**config.mk**
```make
export PLATFORM = sky130hd
export DESIGN_NAME = coef_scan_reorder
export DESIGN_NICKNAME = d
export VERILOG_FILES = /design/src/rtl/scan_pkg.sv /design/src/rtl/scan_order_rom.sv /design/src/rtl/coef_pingpong_store.sv /design/src/rtl/coef_scan_reorder.sv
export SDC_FILE = /design/constraint.sdc
export NUM_CORES = 2
export LEC_CHECK = 0
export ABC_AREA = 0
export ABC_CLOCK_PERIOD_IN_PS = 5900
export BUFFER_PORTS_ARGS = -buffer_cell sky130_fd_sc_hd__buf_2
export CAP_MARGIN = 25
export CELL_PAD_IN_SITES_DETAIL_PLACEMENT = 1
export CELL_PAD_IN_SITES_GLOBAL_PLACEMENT = 1
export CORE_ASPECT_RATIO = 1.4
export CORE_UTILIZATION = 39
export CTS_BUF_LIST = sky130_fd_sc_hd__clkbuf_2
export DETAILED_ROUTE_END_ITERATION = 8
export PLACE_DENSITY = 0.72
export SLEW_MARGIN = 30
export SYNTH_ARGS = -nofsm -noshare
export SYNTH_HDL_FRONTEND = slang
export SYNTH_SLANG_ARGS = --single-unit
```
**constraint.sdc**
```tcl
create_clock -name clk -period 5.9 [get_ports clk]
set_clock_uncertainty 0.2 [all_clocks]
set_input_delay 1.18 -clock clk [delete_from_list [all_inputs] [get_ports clk]]
set_output_delay 1.18 -clock clk [all_outputs]
set_load 0.02 [all_outputs]
```
**src/rtl/scan_pkg.sv**
```systemverilog
package scan_pkg;
  localparam int SIDE  = 8;
  localparam int NCOEF = SIDE * SIDE;
  localparam int IDX_W = $clog2(NCOEF);
  localparam int HALF  = IDX_W / 2;

  typedef logic [IDX_W-1:0] cidx_t;

  typedef enum logic [1:0] {
    SCAN_ZIGZAG   = 2'd0,
    SCAN_ALT_VERT = 2'd1,
    SCAN_ALT_HORZ = 2'd2
  } scan_mode_e;

  // alternate-vertical order as raster positions
  localparam cidx_t ALT_V [NCOEF] = '{
     0,  8, 16, 24,  1,  9,  2, 10, 17, 25, 32, 40, 48, 56, 57, 49,
    41, 33, 26, 18,  3, 11,  4, 12, 19, 27, 34, 42, 50, 58, 35, 43,
    51, 59, 20, 28,  5, 13,  6, 14, 21, 29, 36, 44, 52, 60, 37, 45,
    53, 61, 22, 30,  7, 15, 23, 31, 38, 46, 54, 62, 39, 47, 55, 63
  };

  // raster position of the k-th zigzag element, walked diagonal by diagonal
  function automatic cidx_t zigzag_at(input int k);
    int n, lo, hi, r;
    cidx_t res;
    n   = 0;
    res = '0;
    for (int s = 0; s < 2*SIDE-1; s++) begin
      lo = (s > SIDE-1) ? s - (SIDE-1) : 0;
      hi = (s < SIDE-1) ? s : SIDE-1;
      for (int i = 0; i < SIDE; i++) begin
        if (lo + i <= hi) begin
          r = (s % 2 == 0) ? hi - i : lo + i;
          if (n == k) res = cidx_t'(r * SIDE + (s - r));
          n++;
        end
      end
    end
    return res;
  endfunction

  function automatic scan_mode_e pick_scan(input logic ac_on, input logic from_above);
    if (!ac_on) return SCAN_ZIGZAG;
    return from_above ? SCAN_ALT_HORZ : SCAN_ALT_VERT;
  endfunction
endpackage

```
**src/rtl/scan_order_rom.sv**
```systemverilog
module scan_order_rom
  import scan_pkg::*;
(
  input  scan_mode_e mode,
  input  cidx_t      idx,
  output cidx_t      pos
);
  cidx_t zz_tab [NCOEF];
  cidx_t av_tab [NCOEF];
  cidx_t ah_tab [NCOEF];

  for (genvar g = 0; g < NCOEF; g++) begin : g_tab
    assign zz_tab[g] = zigzag_at(g);
    assign av_tab[g] = ALT_V[g];
    // transpose: swap row and column fields
    assign ah_tab[g] = {ALT_V[g][HALF-1:0], ALT_V[g][IDX_W-1:HALF]};
  end

  always_comb begin
    unique case (mode)
      SCAN_ALT_VERT: pos = av_tab[idx];
      SCAN_ALT_HORZ: pos = ah_tab[idx];
      default:       pos = zz_tab[idx];
    endcase
  end
endmodule

```
**src/rtl/coef_pingpong_store.sv**
```systemverilog
module coef_pingpong_store
  import scan_pkg::*;
#(
  parameter int COEF_W = 12,
  parameter int NBANK  = 2
) (
  input  logic              clk,
  input  logic              wr_en,
  input  logic              wr_bank,
  input  cidx_t             wr_addr,
  input  logic [COEF_W-1:0] wr_data,
  input  logic              rd_bank,
  input  cidx_t             rd_addr,
  output logic [COEF_W-1:0] rd_data
);
  logic [COEF_W-1:0] bank_q [NBANK];

  for (genvar b = 0; b < NBANK; b++) begin : g_bank
    logic [COEF_W-1:0] cells [NCOEF];
    always_ff @(posedge clk) begin
      if (wr_en && wr_bank == 1'(b)) cells[wr_addr] <= wr_data;
    end
    assign bank_q[b] = cells[rd_addr];
  end

  assign rd_data = bank_q[rd_bank];
endmodule

```
**src/rtl/coef_scan_reorder.sv**
```systemverilog
module coef_scan_reorder
  import scan_pkg::*;
#(
  parameter int COEF_W = 12
) (
  input  logic              clk,
  input  logic              rst_n,
  input  logic              in_valid,
  output logic              in_ready,
  input  logic [COEF_W-1:0] in_coef,
  input  logic              in_ac_pred,
  input  logic              in_pred_dir,
  output logic              out_valid,
  input  logic              out_ready,
  output logic [COEF_W-1:0] out_coef,
  output logic              out_last
);
  localparam cidx_t LAST_IDX = cidx_t'(NCOEF - 1);

  logic       wr_bank, rd_bank;
  cidx_t      wr_cnt, rd_cnt, rd_pos;
  logic [1:0] full;
  scan_mode_e mode_q [2];
  logic       in_fire, out_fire;

  assign in_ready  = !full[wr_bank];
  assign out_valid = full[rd_bank];
  assign out_last  = out_valid && (rd_cnt == LAST_IDX);
  assign in_fire   = in_valid && in_ready;
  assign out_fire  = out_valid && out_ready;

  always_ff @(posedge clk) begin
    if (!rst_n) begin
      wr_bank   <= 1'b0;
      rd_bank   <= 1'b0;
      wr_cnt    <= '0;
      rd_cnt    <= '0;
      full      <= '0;
      mode_q[0] <= SCAN_ZIGZAG;
      mode_q[1] <= SCAN_ZIGZAG;
    end else begin
      if (in_fire) begin
        wr_cnt <= wr_cnt + 1'b1;
        if (wr_cnt == '0) mode_q[wr_bank] <= pick_scan(in_ac_pred, in_pred_dir);
        if (wr_cnt == LAST_IDX) begin
          full[wr_bank] <= 1'b1;
          wr_bank       <= ~wr_bank;
        end
      end
      if (out_fire) begin
        rd_cnt <= rd_cnt + 1'b1;
        if (rd_cnt == LAST_IDX) begin
          full[rd_bank] <= 1'b0;
          rd_bank       <= ~rd_bank;
        end
      end
    end
  end

  scan_order_rom u_rom (
    .mode (mode_q[rd_bank]),
    .idx  (rd_cnt),
    .pos  (rd_pos)
  );

  coef_pingpong_store #(.COEF_W(COEF_W), .NBANK(2)) u_store (
    .clk     (clk),
    .wr_en   (in_fire),
    .wr_bank (wr_bank),
    .wr_addr (wr_cnt),
    .wr_data (in_coef),
    .rd_bank (rd_bank),
    .rd_addr (rd_pos),
    .rd_data (out_coef)
  );
endmodule

```
==> impl_metrics.yaml <==
outcome:
  violations: "setup timing"
  status: "finished with violations"
clocking:
  cts_max_level: 5
  clk_pin_slew_ns: 0.12
  numCtsBuffers: 364
  clock-sinks: 1557
  clockRootBuffer: "clkbuf_2"
  cts_tree: "done"
  insertion_delay_ns: 1.81
  cts.path.max_buffers: 4
timing:
  rsz0062_at_grt: "true"
  fin_ws_ns: -1.36
  tightest_slew_ns: 1.21
  period_minus_slack_ns: 7.26
  max-slew-margin-rel_pct: 19.2
  finalSetupViolations: 12
  hold_ws_ns: 0.204
  hold_viol: 0
  finalCritPeriodShare_pct: 123
  tns_ns: -15.53
  report.final.slew_viol_count: 0
  fmax_ghz: 0.138
placement:
  placement.setup.worst_slack_ns: -0.415
  port_buffers: 32
  postPlaceCellArea_um2: 67600
  dp_hpwl_um: 117000
  gp_congestion: 0.864
pwr:
  swShare_pct: 28.7
  totalPowerFinal_w: 0.0226
  power_frac_seq_pct: 53.9
  p_per_area_nw_per_um2: 307
  pwr-share-comb_pct: 15.5
  p_int_w: 0.0161
  p_sw_w: 0.00648
  clkPwrFrac_pct: 30.7
  p_leak_nw: 26.0
  peakVddDrop_uv: 215
final_layout:
  nets: 5117
  fin_area_um2: 73500
  area_delta_synth_final_pct: 16.5
  drive_gt1_share_pct: 23.5
floorplan:
  die_area_um2: 163000
  die_w_um: 342
  initial_core_util_pct: 39.3
  rows: 174
  die_y_um: 478
  io_pins: 33
  core-area_um2: 161000
hold_path:
  hold_class: "primary input to flip-flop"
  hold_path_depth: 2
global_routing:
  gr-total-overflow: 0
  track_usage_pct: 23.1
  grt_max_degree: 129
  grt_pass1_vias: 43700
  grt_first_pass_wirelength_um: 280000
  antenna_found_initial: 6
route:
  drc: 0
  dr.pass1.iters: 5
  via_count: 41700
  antenna_left: 0
  detail_route.wl_per_cell_um: 26.1
  avgViaCountPerCell: 5.59
  dr.first_iter.drc_count: 3479
  wl_um: 195000
run:
  cap_viol_max_count: 0
setup_path:
  rr_worst_depth: 5
  path_max_fanout: 10
  cp-end-kind: "primary output"
  cp-start-kind: "flip-flop"
  worstPathRequired_ns: 4.52
  worstSetupPathType: "flip-flop to primary output"
  crit_arrival_ns: 5.88
synth:
  synth_seq_area_share_pct: 73.8
  synth_cell_types: 81
  netlist_area_um2: 63100
  yosys_warnings: 0
  synthArstFlopShare_pct: 0
  synthCells: 4545
  ys_ff_latch: 1557
  syn_nets: 4586
  syn_area_per_cell_um2: 13.9
  synth_ff_type: "edfxtp_1"
  synth_edf_count: 1540
## path summary, 6_finish.rpt
path / from / endpoint / slack (ns)
worst max-delay path: rd_cnt[1] / out_coef[11] / -1.36
worst min-delay path: in_coef[2] / u_store.g_bank[0].cells[21][2] / 0.20
worst max register to register: wr_bank / u_store.g_bank[0].cells[56][9] / 2.41
worst min register to register: rd_cnt[1] / rd_cnt[1] / 0.34
## registers in the layout, indices dropped and copies added (netlist names), named ones only
name / flops
u_store.g_bank.cells: 1536
rd_cnt: 6
full: 2
mode_q: 4
rd_bank: 1
wr_cnt: 6
wr_bank: 1
## timing repair
action / in CTS / in global routing
hold buffers: 21 / 0
gates resized for setup: 145 / 152
hold endpoints to repair: 919 / 0
setup endpoints to repair: 12 / 12
setup buffers: 33 / 50
pin swaps: 38 / 41
cloned: 7 / 15
## Yosys cell counts, types with 23 or more instances
master	number	share of area, %
nand4_1	49	0.49
nor3_1	31	0.25
a311oi_1	25	0.35
mux4_2	25	0.89
nor2_1	166	0.99
buf_4	31	0.37
o22ai_1	47	0.47
a31oi_1	59	0.58
o211ai_1	38	0.45
edfxtp_1	1540	73
a2111oi_0	23	0.32
nand2_1	1068	6.4
clkbuf_1	107	0.64
mux2i_1	246	3.9
a21oi_1	95	0.75
nand3_1	446	3.5
buf_2	124	0.98
and3_1	84	0.83
ha_1	23	0.46
## final cells by class
class                           count  area [um^2]
Fill cell                       16500        87100
Sequential cell                  1557        46600
Multi-Input combinational cell   2682        16100
Timing Repair Buffer              458         4880
Tap cell                         2112         2640
Clock buffer                      512         2560
Clock inverter                    114          641
Inverter                           13         56.3
Antenna cell                       14         35.0
## cells by family after synthesis
family                   count (synthesis)  synth area share (%)
AND/OR/NAND/NOR                       1953                  13.7
buffers and inverters                  308                  2.40
AO/OA/AOI/OAI                          407                  4.43
multiplexers                           285                  5.04
flip-flops                            1557                  73.8
adder cells (fa/ha/maj)                 23                 0.456
XOR/XNOR                                12                 0.167
## routing by layer
layer  vias up  part of all wire, %  track usage (%)
li1      18200                    -                -
met1     21400                   38             27.2
met2      1557                   51             40.0
met3       491                  5.9             4.29
met4         4                  5.7             11.9
met5         -                0.013                0
## power groups by stage
| stage | Combinational [W] | Clock (W) | Sequential, W |
|---|---|---|---|
| after floorplan | 0.00155 | 0 | 0.0124 |
| after global placement | 0.00285 | 0 | 0.0124 |
| after detailed placement | 0.00292 | 0 | 0.0124 |
| after CTS | 0.00319 | 0.00706 | 0.0122 |
| after global routing | 0.00366 | 0.00754 | 0.0122 |
| final | 0.00349 | 0.00693 | 0.0122 |
## placed cells by master, fill, tap and decap left out, types with 19 or more instances in the layout
| cell | instances |
|---|---|
| edfxtp_1 | 1540 |
| nand2_1 | 1068 |
| clkbuf_2 | 512 |
| nand3_1 | 443 |
| buf_4 | 306 |
| mux2i_1 | 225 |
| a21oi_1 | 91 |
| nor2_1 | 86 |
| clkinv_1 | 85 |
| and3_1 | 82 |
| nor2_2 | 77 |
| a31oi_1 | 59 |
| buf_12 | 51 |
| nand4_1 | 49 |
| o22ai_1 | 40 |
| o211ai_1 | 38 |
| buf_6 | 30 |
| nor3_1 | 26 |
| mux4_2 | 25 |
| o21ai_0 | 21 |
| dlygate4sd3_1 | 21 |
| and2_1 | 19 |
## through the flow
step                      utilization [%]  std cells
after floorplan                         -       4545
after global placement               42.0       6698
after detailed placement             42.1       6698
after CTS                            44.9       7385
after global routing                 45.8       7454
final                                45.8       7462
## worst max-delay path, stage by stage, from the launching register on
cell	delay (ns)
dfxtp_4	0.41
inv_6	0.06
ha_4	0.26
nor2b_2	0.16
o32ai_2	0.33
a221o_1	0.35
o2111ai_4	0.20
buf_12	0.25
buf_12	0.14
buf_8	0.11
clkbuf_16	0.17
mux2i_1	0.13
mux4_2	0.49
o211ai_1	0.38
nand3_1	0.14
and4b_2	0.39
buf_6	0.14
Note: power is estimated with default switching activity, not from simulation.
